==> config.mk <==
export PLATFORM = sky130hd
export DESIGN_NAME = ccd_readout_seq
export DESIGN_NICKNAME = d
export VERILOG_FILES = /design/src/rtl/ccd_seq_pkg.sv /design/src/rtl/ccd_seq_cfg.sv /design/src/rtl/ccd_phase_drv.sv /design/src/rtl/ccd_seq_ctrl.sv /design/src/rtl/ccd_readout_seq.sv
export SDC_FILE = /design/constraint.sdc
export NUM_CORES = 1
export LEC_CHECK = 0
export BUFFER_PORTS_ARGS = -buffer_cell sky130_fd_sc_hd__buf_4
export CAP_MARGIN = 25
export CORE_MARGIN = 4
export CORE_UTILIZATION = 30
export CTS_CLUSTER_DIAMETER = 30
export CTS_CLUSTER_SIZE = 28
export DETAILED_ROUTE_END_ITERATION = 8
export PLACE_DENSITY_LB_ADDON = 0.2
export SYNTH_ARGS = -nofsm -noshare
export SYNTH_HDL_FRONTEND = slang
export SYNTH_SLANG_ARGS = --single-unit
==> constraint.sdc <==
create_clock -name clk -period 5.1 [get_ports clk]
set_input_delay 0 -clock clk [delete_from_list [all_inputs] [get_ports clk]]
set_output_delay 0 -clock clk [all_outputs]
set_load 0.05 [all_outputs]
==> src/rtl/ccd_seq_pkg.sv <==
package ccd_seq_pkg;

  typedef enum logic [2:0] {
    ST_IDLE  = 3'd0,
    ST_VSH   = 3'd1,
    ST_RST   = 3'd2,
    ST_SMP_R = 3'd3,
    ST_HSH   = 3'd4,
    ST_SMP_S = 3'd5
  } seq_st_e;

  // Step index 0..2 to gate pattern; bit 0 is phase 1.
  function automatic logic [2:0] step_pattern(logic [1:0] idx);
    case (idx)
      2'd0:    step_pattern = 3'b001;
      2'd1:    step_pattern = 3'b010;
      default: step_pattern = 3'b100;
    endcase
  endfunction

endpackage

==> src/rtl/ccd_seq_cfg.sv <==
module ccd_seq_cfg #(
  parameter int ROW_W = 10,
  parameter int COL_W = 11,
  parameter int BIN_W = 4,
  parameter int WIN_W = 6,
  localparam int LINE_W = ROW_W + 1,
  localparam int PIX_W  = COL_W + 1
) (
  input  logic              clk,
  input  logic              rst,
  input  logic              capture,
  input  logic [ROW_W-1:0]  rows,
  input  logic [ROW_W-1:0]  ovs_rows,
  input  logic [COL_W-1:0]  cols,
  input  logic [COL_W-1:0]  ovs_cols,
  input  logic [BIN_W-1:0]  vbin,
  input  logic [BIN_W-1:0]  hbin,
  input  logic [WIN_W-1:0]  win,
  output logic [LINE_W-1:0] n_lines,
  output logic [PIX_W-1:0]  n_pix,
  output logic [BIN_W-1:0]  vbin_q,
  output logic [BIN_W-1:0]  hbin_q,
  output logic [WIN_W-1:0]  win_q
);

  always_ff @(posedge clk) begin
    if (rst) begin
      n_lines <= LINE_W'(1);
      n_pix   <= PIX_W'(1);
      vbin_q  <= BIN_W'(1);
      hbin_q  <= BIN_W'(1);
      win_q   <= WIN_W'(1);
    end else if (capture) begin
      n_lines <= LINE_W'(rows) + LINE_W'(ovs_rows);
      n_pix   <= PIX_W'(cols) + PIX_W'(ovs_cols);
      vbin_q  <= (vbin == '0) ? BIN_W'(1) : vbin;
      hbin_q  <= (hbin == '0) ? BIN_W'(1) : hbin;
      win_q   <= (win  == '0) ? WIN_W'(1) : win;
    end
  end

endmodule

==> src/rtl/ccd_phase_drv.sv <==
module ccd_phase_drv (
  input  logic       clk,
  input  logic       rst,
  input  logic       active,
  input  logic [1:0] idx,
  output logic [2:0] phase_q
);
  import ccd_seq_pkg::*;

  always_ff @(posedge clk) begin
    if (rst)         phase_q <= 3'b001;
    else if (active) phase_q <= step_pattern(idx);
    else             phase_q <= 3'b001;
  end

endmodule

==> src/rtl/ccd_seq_ctrl.sv <==
module ccd_seq_ctrl #(
  parameter int STEP_CYC = 3,
  parameter int LINE_W   = 11,
  parameter int PIX_W    = 12,
  parameter int BIN_W    = 4,
  parameter int WIN_W    = 6
) (
  input  logic              clk,
  input  logic              rst,
  input  logic              start,
  input  logic [LINE_W-1:0] n_lines,
  input  logic [PIX_W-1:0]  n_pix,
  input  logic [BIN_W-1:0]  vbin,
  input  logic [BIN_W-1:0]  hbin,
  input  logic [WIN_W-1:0]  win,
  output logic              accept,
  output logic              v_act_n,
  output logic              h_act_n,
  output logic [1:0]        step_n,
  output logic              rst_q,
  output logic              ref_q,
  output logic              sig_q,
  output logic              done_q
);
  import ccd_seq_pkg::*;

  localparam int STEP_W = (STEP_CYC > 2) ? $clog2(STEP_CYC) : 1;
  localparam int TMR_W  = (WIN_W > STEP_W) ? WIN_W : STEP_W;
  localparam logic [TMR_W-1:0] STEP_LOAD = TMR_W'(STEP_CYC - 1);

  seq_st_e           st, st_n;
  logic [1:0]        ph, ph_n;
  logic [TMR_W-1:0]  tmr, tmr_n;
  logic [BIN_W-1:0]  bcnt, bcnt_n;
  logic [PIX_W-1:0]  pcnt, pcnt_n;
  logic [LINE_W-1:0] lcnt, lcnt_n;
  logic              fin;
  logic [BIN_W-1:0]  bin_lim;
  logic [TMR_W-1:0]  win_load;

  assign win_load = TMR_W'(win) - TMR_W'(1);
  assign bin_lim  = ((st == ST_VSH) ? vbin : hbin) - BIN_W'(1);

  always_comb begin
    st_n   = st;
    ph_n   = ph;
    tmr_n  = tmr;
    bcnt_n = bcnt;
    pcnt_n = pcnt;
    lcnt_n = lcnt;
    fin    = 1'b0;
    accept = (st == ST_IDLE) && start;
    if (st != ST_IDLE && tmr != '0) tmr_n = tmr - TMR_W'(1);
    case (st)
      ST_IDLE: begin
        if (start) begin
          st_n   = ST_VSH;
          tmr_n  = STEP_LOAD;
          ph_n   = 2'd0;
          bcnt_n = '0;
          pcnt_n = '0;
          lcnt_n = '0;
        end
      end
      ST_VSH, ST_HSH: begin
        if (tmr == '0) begin
          tmr_n = STEP_LOAD;
          if (ph != 2'd2) begin
            ph_n = ph + 2'd1;
          end else begin
            ph_n = 2'd0;
            if (bcnt != bin_lim) begin
              bcnt_n = bcnt + BIN_W'(1);
            end else begin
              bcnt_n = '0;
              if (st == ST_VSH) begin
                st_n = ST_RST;
              end else begin
                st_n  = ST_SMP_S;
                tmr_n = win_load;
              end
            end
          end
        end
      end
      ST_RST: begin
        if (tmr == '0) begin
          st_n  = ST_SMP_R;
          tmr_n = win_load;
        end
      end
      ST_SMP_R: begin
        if (tmr == '0) begin
          st_n  = ST_HSH;
          tmr_n = STEP_LOAD;
        end
      end
      ST_SMP_S: begin
        if (tmr == '0) begin
          tmr_n = STEP_LOAD;
          if (pcnt == n_pix - PIX_W'(1)) begin
            pcnt_n = '0;
            if (lcnt == n_lines - LINE_W'(1)) begin
              st_n = ST_IDLE;
              fin  = 1'b1;
            end else begin
              lcnt_n = lcnt + LINE_W'(1);
              st_n   = ST_VSH;
            end
          end else begin
            pcnt_n = pcnt + PIX_W'(1);
            st_n   = ST_RST;
          end
        end
      end
      default: st_n = ST_IDLE;
    endcase
  end

  assign v_act_n = (st_n == ST_VSH);
  assign h_act_n = (st_n == ST_HSH);
  assign step_n  = ph_n;

  always_ff @(posedge clk) begin
    if (rst) begin
      st     <= ST_IDLE;
      ph     <= 2'd0;
      tmr    <= '0;
      bcnt   <= '0;
      pcnt   <= '0;
      lcnt   <= '0;
      rst_q  <= 1'b0;
      ref_q  <= 1'b0;
      sig_q  <= 1'b0;
      done_q <= 1'b0;
    end else begin
      st     <= st_n;
      ph     <= ph_n;
      tmr    <= tmr_n;
      bcnt   <= bcnt_n;
      pcnt   <= pcnt_n;
      lcnt   <= lcnt_n;
      rst_q  <= (st_n == ST_RST);
      ref_q  <= (st_n == ST_SMP_R);
      sig_q  <= (st_n == ST_SMP_S);
      done_q <= fin;
    end
  end

endmodule

==> src/rtl/ccd_readout_seq.sv <==
module ccd_readout_seq #(
  parameter int STEP_CYC = 3,
  parameter int ROW_W    = 10,
  parameter int COL_W    = 11,
  parameter int BIN_W    = 4,
  parameter int WIN_W    = 6
) (
  input  logic             clk,
  input  logic             rst,
  input  logic             start,
  input  logic [ROW_W-1:0] cfg_rows,
  input  logic [ROW_W-1:0] cfg_ovs_rows,
  input  logic [COL_W-1:0] cfg_cols,
  input  logic [COL_W-1:0] cfg_ovs_cols,
  input  logic [BIN_W-1:0] cfg_vbin,
  input  logic [BIN_W-1:0] cfg_hbin,
  input  logic [WIN_W-1:0] cfg_win,
  output logic [2:0]       v_clk,
  output logic [2:0]       h_clk,
  output logic             sn_reset,
  output logic             cds_ref,
  output logic             cds_sig,
  output logic             frame_done
);

  // Step length floor keeps gate transitions no faster than two clocks.
  localparam int STEP_EFF = (STEP_CYC < 2) ? 2 : STEP_CYC;
  localparam int LINE_W   = ROW_W + 1;
  localparam int PIX_W    = COL_W + 1;

  logic [LINE_W-1:0] n_lines;
  logic [PIX_W-1:0]  n_pix;
  logic [BIN_W-1:0]  vbin_q, hbin_q;
  logic [WIN_W-1:0]  win_q;
  logic              accept;
  logic [1:0]        act_n;
  logic [1:0]        step_n;
  logic [2:0]        phase_bus [2];

  ccd_seq_cfg #(
    .ROW_W(ROW_W), .COL_W(COL_W), .BIN_W(BIN_W), .WIN_W(WIN_W)
  ) u_cfg (
    .clk(clk), .rst(rst), .capture(accept),
    .rows(cfg_rows), .ovs_rows(cfg_ovs_rows),
    .cols(cfg_cols), .ovs_cols(cfg_ovs_cols),
    .vbin(cfg_vbin), .hbin(cfg_hbin), .win(cfg_win),
    .n_lines(n_lines), .n_pix(n_pix),
    .vbin_q(vbin_q), .hbin_q(hbin_q), .win_q(win_q)
  );

  ccd_seq_ctrl #(
    .STEP_CYC(STEP_EFF), .LINE_W(LINE_W), .PIX_W(PIX_W),
    .BIN_W(BIN_W), .WIN_W(WIN_W)
  ) u_ctrl (
    .clk(clk), .rst(rst), .start(start),
    .n_lines(n_lines), .n_pix(n_pix),
    .vbin(vbin_q), .hbin(hbin_q), .win(win_q),
    .accept(accept),
    .v_act_n(act_n[0]), .h_act_n(act_n[1]), .step_n(step_n),
    .rst_q(sn_reset), .ref_q(cds_ref), .sig_q(cds_sig),
    .done_q(frame_done)
  );

  // Index 0 drives the vertical group, index 1 the horizontal group.
  for (genvar g = 0; g < 2; g++) begin : g_grp
    ccd_phase_drv u_drv (
      .clk(clk), .rst(rst), .active(act_n[g]), .idx(step_n),
      .phase_q(phase_bus[g])
    );
  end

  assign v_clk = phase_bus[0];
  assign h_clk = phase_bus[1];

endmodule

==> metrics.md, run 1 <==
| Metric | Value |
|---|---|
| First-pass GRT wire length | 23.07 mm |
| CTS Buffer Depth | 2 |
| Layout area overhead | 19.30% |
| Initial antenna violation count | 0 |
| Vias | 4995 |
| Worst EP required | 5.35 ns |
| Rel. slew slack | 36.48% |
| Root Driver | clkbuf_16 |
| Max Clk Rate | 0.2978 GHz |
| Depth of the CTS H-tree | 3 |
| Non-Filler Instances | 977 |
| Placed cell count | 949 |
| Sequential area share after synthesis | 31.40% |
| Post-cts resize count | 0 |
| Post-Syn Area | 5419 µm² |
| Initial drt markers | 322 |
| Worst-path clk slew | 0.06 ns |
| Minimum hold slack | 0.01529 ns |
| Mean Syn Cell Area | 7.888 µm² |
| Type of origin of the critical path | flip-flop |
| Pwr per Cell Area | 294.6 nW/µm² |
| Number of global-route vias before repair | 4841 |
| Worst slew pin tran | 0.9529 ns |
| Number of placed I/O pins | 69 |
| Crit share post-route | 65.85% |
| CTS tree | built |
| Multi-input logic area | 3433 µm² |
| Final hold viol count | 0 |
| Drt wl/cell | 13.98 µm |
| Total GRT Usage | 13.77% |
| Drt drc | 0 |
| Clock Latency Late Sink | 0.34 ns |
| Synth Register Bits | 85 |
| Top FF cell, synth | dfxtp_1 |
| Setup TNS | 0 ns |
| Initial core utilization | 31.01% |
| Sequential Area | 1702 µm² |
| Largest net degree at the start of global routing | 53 |
| Placed Area | 6043 µm² |
| Max-cap violations | 0 |
| Setup Buffers After CTS | 0 |
| Lkg Pwr | 0.002514 µW |
| Total gr overflow | 0 |
| Port Buffer Count | 68 |
| Worst Skew | 0.005445 ns |
| Die area | 20280 µm² |
| Via density | 5.113 |
| Synthesized Nets | 776 |
| Worst Path Max Fanout | 17 |
| EDFF count, synth | 0 |
| Layout cells sized above 1 | 12.90% |
| Post-route cell area | 6465 µm² |
| Worst setup EP type | flip-flop |
| Synth unique cells | 71 |
| RSZ-0062 raised after global routing | no |
| Core area | 17480 µm² |
| Antenna viol nets, final | 0 |
| DR pass1 iterations | 5 |
| Die Y | 142.4 µm |
| Crit path DAT | 3.61 ns |
| Gp weighted congestion | 0.8425 |
| Die span in x | 142.4 µm |
| Setup violations, final | 0 |
| Crit path kind | flip-flop to flip-flop |
| Max-slew violation count | 0 |
| # nets final | 838 |
| Hold WC Path Type | input pin to flip-flop |
| Total clock sinks | 85 |
| Worst vdd ir | 0.1713 mV |
| Routed wire length | 13.66 mm |
| Period minus WS final | 3.358 ns |
| Design Power | 1905 µW |
| Cells after synthesis | 687 |
| FP Rows | 48 |
| Status | finished clean |
| # fillers | 1784 |
| Async set-reset flop share out of synthesis | 0% |
| CTS Buf Count | 9 |
| Post-DP HPWL | 10.17 mm |
| Ant diodes | 0 |
| Yosys warnings | 0 |
routing by layer:
layer	GRT usage, %	wire (µm)	share of wire [%]
met1	17.24	6366	47
met2	23.80	6603	48
met3	3.595	541	4.0
met4	3.152	150	1.1
met5	0	0	0
sequential cells by signal (all words and copies together) (netlist names):
| register | cells |
|---|---|
| g_grp.u_drv.phase_q | 6 |
| u_ctrl.ph | 2 |
| u_cfg.vbin_q | 4 |
| u_ctrl.ref_q | 1 |
| u_ctrl.lcnt | 11 |
| u_ctrl.tmr | 6 |
| u_ctrl.rst_q | 1 |
| u_cfg.n_pix | 12 |
| u_ctrl.st | 3 |
| u_cfg.hbin_q | 4 |
| u_ctrl.bcnt | 4 |
| u_ctrl.pcnt | 12 |
| u_cfg.win_q | 6 |
| u_ctrl.done_q | 1 |
| u_cfg.n_lines | 11 |
| u_ctrl.sig_q | 1 |
worst max-delay path: stages (launching register included):
cell,delay (ns)
dfxtp_1,0.66
or3b_1,0.54
mux4_2,0.47
and4_1,0.19
o32a_2,0.36
nand2_1,0.16
mux2_2,0.36
and3_1,0.25
nor4b_1,0.28
repair_timing:
item | in CTS | in global routing
endpoints found under the hold margin | 14 | 0
setup endpoints to repair | 0 | 0
hold buffers | 14 | 0
logic make-up (layout without fill, tap and decap cells):
group / after synthesis / after routing / synth area share (%)
multiplexers: 8 / 8 / 1.732
XOR/XNOR: 63 / 63 / 10.18
AO/OA/AOI/OAI: 142 / 142 / 16.76
AND/OR/NAND/NOR: 298 / 298 / 27.48
flip-flops: 85 / 85 / 31.40
buffers and inverters: 61 / 126 / 5.241
adder cells (fa/ha/maj): 30 / 30 / 7.204
final timing paths:
| path | slack, ns | endpoint | start | cells after the start |
|---|---|---|---|---|
| worst max-delay path | 1.74 | g_grp[0].u_drv.phase_q[1]$_SDFF_PP0_ | u_ctrl.st[0]$_SDFF_PP0_ | 8 |
| worst min-delay path | 0.02 | u_cfg.n_lines[0]$_SDFFE_PP1P_ | cfg_ovs_rows[0] | 4 |
| worst max register to register | 1.74 | g_grp[0].u_drv.phase_q[1]$_SDFF_PP0_ | u_ctrl.st[0]$_SDFF_PP0_ | 8 |
| worst min register to register | 0.46 | u_cfg.vbin_q[3]$_SDFFE_PP0P_ | u_cfg.vbin_q[3]$_SDFFE_PP0P_ | 2 |
synth_stat cells, types with 3 or more instances:
| library cell | count | area, µm² |
|---|---|---|
| xor2_1 | 21 | 183.9 |
| nand3_1 | 23 | 115.1 |
| nor4_1 | 6 | 37.54 |
| a22oi_1 | 4 | 30.03 |
| o211ai_1 | 6 | 45.04 |
| a21boi_0 | 3 | 22.52 |
| a21oi_1 | 47 | 235.2 |
| a31oi_1 | 5 | 31.28 |
| mux2i_1 | 6 | 60.06 |
| xnor2_1 | 42 | 367.9 |
| nand2b_1 | 5 | 31.28 |
| nor2_1 | 65 | 244.0 |
| buf_2 | 4 | 20.02 |
| a21o_1 | 4 | 30.03 |
| a311oi_1 | 3 | 26.28 |
| ha_1 | 28 | 350.3 |
| nand2_1 | 83 | 311.6 |
| o2111ai_1 | 8 | 70.07 |
| and2_1 | 12 | 75.07 |
| o221ai_1 | 3 | 26.28 |
| nor3_1 | 45 | 225.2 |
| nor2b_1 | 9 | 56.30 |
| o21ai_0 | 29 | 145.1 |
| or3_1 | 7 | 43.79 |
| dfxtp_1 | 85 | 1702 |
| nand4_1 | 5 | 31.28 |
| nor4b_1 | 4 | 35.03 |
| inv_1 | 29 | 108.9 |
| a41oi_1 | 3 | 26.28 |
| a211oi_1 | 4 | 30.03 |
| o21a_1 | 6 | 45.04 |
| and3_1 | 9 | 56.30 |
| nor3b_1 | 3 | 22.52 |
| clkbuf_1 | 20 | 75.07 |
| or4_1 | 3 | 22.52 |
| nand3b_1 | 3 | 22.52 |
| o22ai_1 | 4 | 25.02 |
report_power, final:
| group | switching, µW | internal [µW] |
|---|---|---|
| sequential | 53.9 | 706 |
| clock | 255 | 387 |
| combinational | 285 | 217 |
| total | 594 | 1310 |
metrics by stage:
| stage | utilization [%] | setup WS (ns) |
|---|---|---|
| 2_1_floorplan | - | 2.183 |
| 3_3_place_gp | 34.58 | 1.859 |
| 3_5_place_dp | 34.58 | 1.750 |
| 4_1_cts | 36.99 | 1.741 |
| 5_1_grt | 36.99 | 1.473 |
| 6_report | 36.99 | 1.742 |
layout make-up:
cell class | count | area share [%]
inverters | 29 | 1.684
multi-input cells | 541 | 53.11
repair buffers | 83 | 10.18
well taps | 225 | 4.355
flip-flops and latches | 85 | 26.32
clock buffers | 12 | 3.813
clock inverters | 2 | 0.5419
cells in the final DEF (no fill, tap or decap), types with 14 or more instances in the layout:
master / n
xnor2_1: 42
xor2_1: 21
a21oi_1: 47
ha_1: 28
nand3_1: 23
nand2_1: 83
nor2_1: 65
inv_1: 29
dfxtp_1: 85
dlygate4sd3_1: 14
buf_4: 69
o21ai_0: 29
nor3_1: 45
(Power assumes the default switching activity.)
==> inputs of run 2 (changes only) <==
==> constraint.sdc (replaced) <==
create_clock -name clk -period 2.7 [get_ports clk]
set_input_delay 0 -clock clk [delete_from_list [all_inputs] [get_ports clk]]
set_output_delay 0 -clock clk [all_outputs]
set_load 0.05 [all_outputs]
==> run 2 against run 1 <==
  * The flow now finishes with violations (negative setup slack)
  * Register-to-register slack got worse by 1.9 ns
  * Non-clock buffer count up 60
  * Sequential power up 86%
  * Total power rose by 110%
  * First-iteration DRC count shrank 31%
  * Global-route usage is 0.71 points higher
  * Sequential share of layout area decreased by 2.6 points
  * Critical endpoint is now g_grp[0].u_drv.phase_q[2]$_SDFF_PP0_
  * Highest routed layer unchanged
==> metrics.md, run 2 (synthesis gave the netlist of run 1 again) <==
| Metric | Value |
|---|---|
| Antenna viol nets, final | 0 (unchanged) |
| Setup TNS | -2.548 ns (-2.548 ns) |
| # nets final | 898 (+7.2%) |
| Clock network fraction of total power | 33.4% (-0.3 points) |
| Placed cell count | 1000 (+5.4%) |
| CTS tree | built |
| Layout cells sized above 1 | 24.57% (+12 points) |
| Worst setup EP type | flip-flop |
| Depth of the CTS H-tree | 3 (unchanged) |
| Sw Share | 31.24% (+0.042 points) |
| Max Clk Rate | 0.3444 GHz (+16%) |
| Number of placed I/O pins | 69 (unchanged) |
| Crit share post-route | 107.5% (+42 points) |
| Type of origin of the critical path | flip-flop |
| Drt wl/cell | 14.06 µm (+0.57%) |
| Drt drc | 0 (unchanged) |
| Hold path cells | 4 (unchanged) |
| Failing checks | negative setup slack |
| Hold Crit Start | cfg_ovs_rows[0] |
| Initial drt markers | 221 (-31%) |
| Largest net degree at the start of global routing | 53 (unchanged) |
| Comb power frac | 31.3% (+4.9 points) |
| Worst slew pin tran | 0.7194 ns (-0.2334 ns) |
| CTS Buf Count | 9 (unchanged) |
| Reg2Reg Depth | 14 (+6) |
| CTS Buffer Depth | 2 (unchanged) |
| Worst Skew | 0.005592 ns (+0.0001471 ns) |
| Final core utilization | 41.24% (+4.2 points) |
| Total clock sinks | 85 (unchanged) |
| Post-DP HPWL | 10.78 mm (+6.0%) |
| Root Driver | clkbuf_16 |
| Die area | 20280 µm² (unchanged) |
| First-pass GRT wire length | 24.40 mm (+5.7%) |
| Pwr per Cell Area | 551.3 nW/µm² (+87%) |
| Number of global-route vias before repair | 5266 (+8.8%) |
| Initial antenna violation count | 0 (unchanged) |
| Routed wire length | 14.61 mm (+7.0%) |
| Core area | 17480 µm² (unchanged) |
| Ant diodes | 0 (unchanged) |
| R2r setup slk | -0.20 ns (-1.95 ns) |
| Period minus WS final | 2.904 ns (-0.4549 ns) |
| Layout area overhead | 32.99% |
| Total gr overflow | 0 (unchanged) |
| Max-slew violation count | 0 (unchanged) |
| Setup violations, final | 20 (+20) |
| Seq pwr share | 35.4% (-4.5 points) |
| Pre-CTS WS | -0.3704 ns (-2.121 ns) |
| Final hold viol count | 0 (unchanged) |
| Non-Filler Instances | 1039 (+6.3%) |
| Lkg Pwr | 0.002876 µW (+14%) |
| FP Rows | 48 (unchanged) |
| NetSw | 1241 µW (+110%) |
| Gp weighted congestion | 0.8073 (-4.2%) |
| RR Startpoint | u_cfg.n_lines[0]$_SDFFE_PP1P_ |
| Final setup margin | -0.2036 ns (-1.945 ns) |
| Port Buffer Count | 68 (unchanged) |
| Most frequent cells in the layout | buf_4, nand2_1, dfxtp_1 |
| Status | finished with violations |
| Initial core utilization | 31.01% (unchanged) |
| DR pass1 iterations | 4 (-1) |
| Vias | 5228 (+4.7%) |
| Die span in x | 142.4 µm (unchanged) |
| RSZ-0062 raised after global routing | yes |
| Top flop regs | u_cfg.n_pix: 12 flops, u_ctrl.pcnt: 12 flops |
| Crit path DAT | 3.11 ns (-0.50 ns) |
| Die Y | 142.4 µm (unchanged) |
| Total GRT Usage | 14.48% (+0.71 points) |
| Commonest non-fill, non-tap cell in the layout | buf_4 |
| Int Pwr | 2732 µW (+110%) |
| Max-cap violations | 0 (unchanged) |
| Worst vdd ir | 0.3118 mV (+82%) |
| Hold WC Path Type | input pin to flip-flop |
| Worst Path Max Fanout | 4 (-13) |
| Worst EP required | 2.90 ns (-2.45 ns) |
| Crit path kind | flip-flop to flip-flop |
| Rel. slew slack | 51.99% (+16 points) |
| Via density | 5.032 (-1.6%) |
| Clock Latency Late Sink | 0.34 ns (about the same) |
| Worst-path clk slew | 0.06 ns (about the same) |
| Hold EP | u_cfg.n_lines[0]$_SDFFE_PP1P_ |
| R2R Path End | g_grp[0].u_drv.phase_q[2]$_SDFF_PP0_ |
[run 2: changes by cell type in the layout (fill, tap and decap cells not counted), moves of 6 or more]
cell     change
buf_4       +50
buf_6        +9
dfxtp_1      -6
nor3_1       -6
[run 2: critical path, cell delays in order (launching register included)]
cell	delay, ns
dfxtp_2	0.32
inv_2	0.07
ha_4	0.13
or4b_4	0.48
buf_6	0.14
buf_4	0.13
o311ai_2	0.26
a41oi_2	0.09
a2111oi_4	0.41
nor4_4	0.07
buf_6	0.14
nor2_4	0.14
and3_4	0.23
buf_6	0.12
nor3_4	0.04
[run 2: final cells by class]
class	count	area [µm²]
Fill cell	1742	10270
Sequential cell	85	1712
Clock inverter	6	87.58
Clock buffer	10	229.0
Timing Repair Buffer	143	1140
Multi-Input combinational cell	541	3649
Tap cell	225	281.5
Inverter	29	108.9
[run 2: worst max path at each step]
stage	from	endpoint	slack [ns]	cells past startpoint
after detailed placement	u_cfg.n_lines[1]$_SDFFE_PP0P_	u_ctrl.sig_q$_SDFF_PP0_	-0.37	14
after floorplan	u_cfg.n_lines[0]$_SDFFE_PP1P_	g_grp[1].u_drv.phase_q[1]$_SDFF_PP0_	-0.14	12
final	u_cfg.n_lines[0]$_SDFFE_PP1P_	g_grp[0].u_drv.phase_q[2]$_SDFF_PP0_	-0.20	14
after global routing	u_cfg.n_lines[0]$_SDFFE_PP1P_	g_grp[0].u_drv.phase_q[2]$_SDFF_PP0_	-0.36	14
after global placement	u_cfg.n_lines[1]$_SDFFE_PP0P_	u_ctrl.sig_q$_SDFF_PP0_	-0.34	14
after CTS	u_cfg.n_lines[0]$_SDFFE_PP1P_	g_grp[0].u_drv.phase_q[2]$_SDFF_PP0_	-0.15	14
[run 2: metal layers]
metal	wire (µm)	track usage (%)	up-vias
li1	-	-	2675
met1	6672	18.14	2430
met2	7169	25.34	108
met3	516	2.251	15
met4	256	4.952	0
met5	0	0	-
[run 2: power groups by stage]
| stage | clock (µW) | combinational [µW] | sequential, µW |
|---|---|---|---|
| floorplan | 0 | 760 | 1440 |
| global placement | 0 | 1100 | 1430 |
| detailed placement | 0 | 1120 | 1430 |
| CTS | 1370 | 1200 | 1400 |
| global route | 1420 | 1380 | 1420 |
| finish | 1330 | 1240 | 1410 |
[run 2: timing repair]
action                                  CTS  global route
hold buffers                             14             0
resized for setup                        27            32
setup buffers                             5             3
pin swaps                                18            12
gates cloned                              2             0
endpoints found under the setup margin   34            41
hold endpoints to repair                 14             0
[run 2: through the flow]
| stage | hold WS (ns) | total power [µW] | instance area (µm²) |
|---|---|---|---|
| after floorplan | 0.1360 | 2200 | 5473 |
| after global placement | 0.2629 | 2525 | 6467 |
| after detailed placement | 0.2713 | 2545 | 6467 |
| after CTS | 0.02887 | 3972 | 7081 |
| after global routing | 0.04213 | 4222 | 7207 |
| final | 0.03576 | 3973 | 7207 |
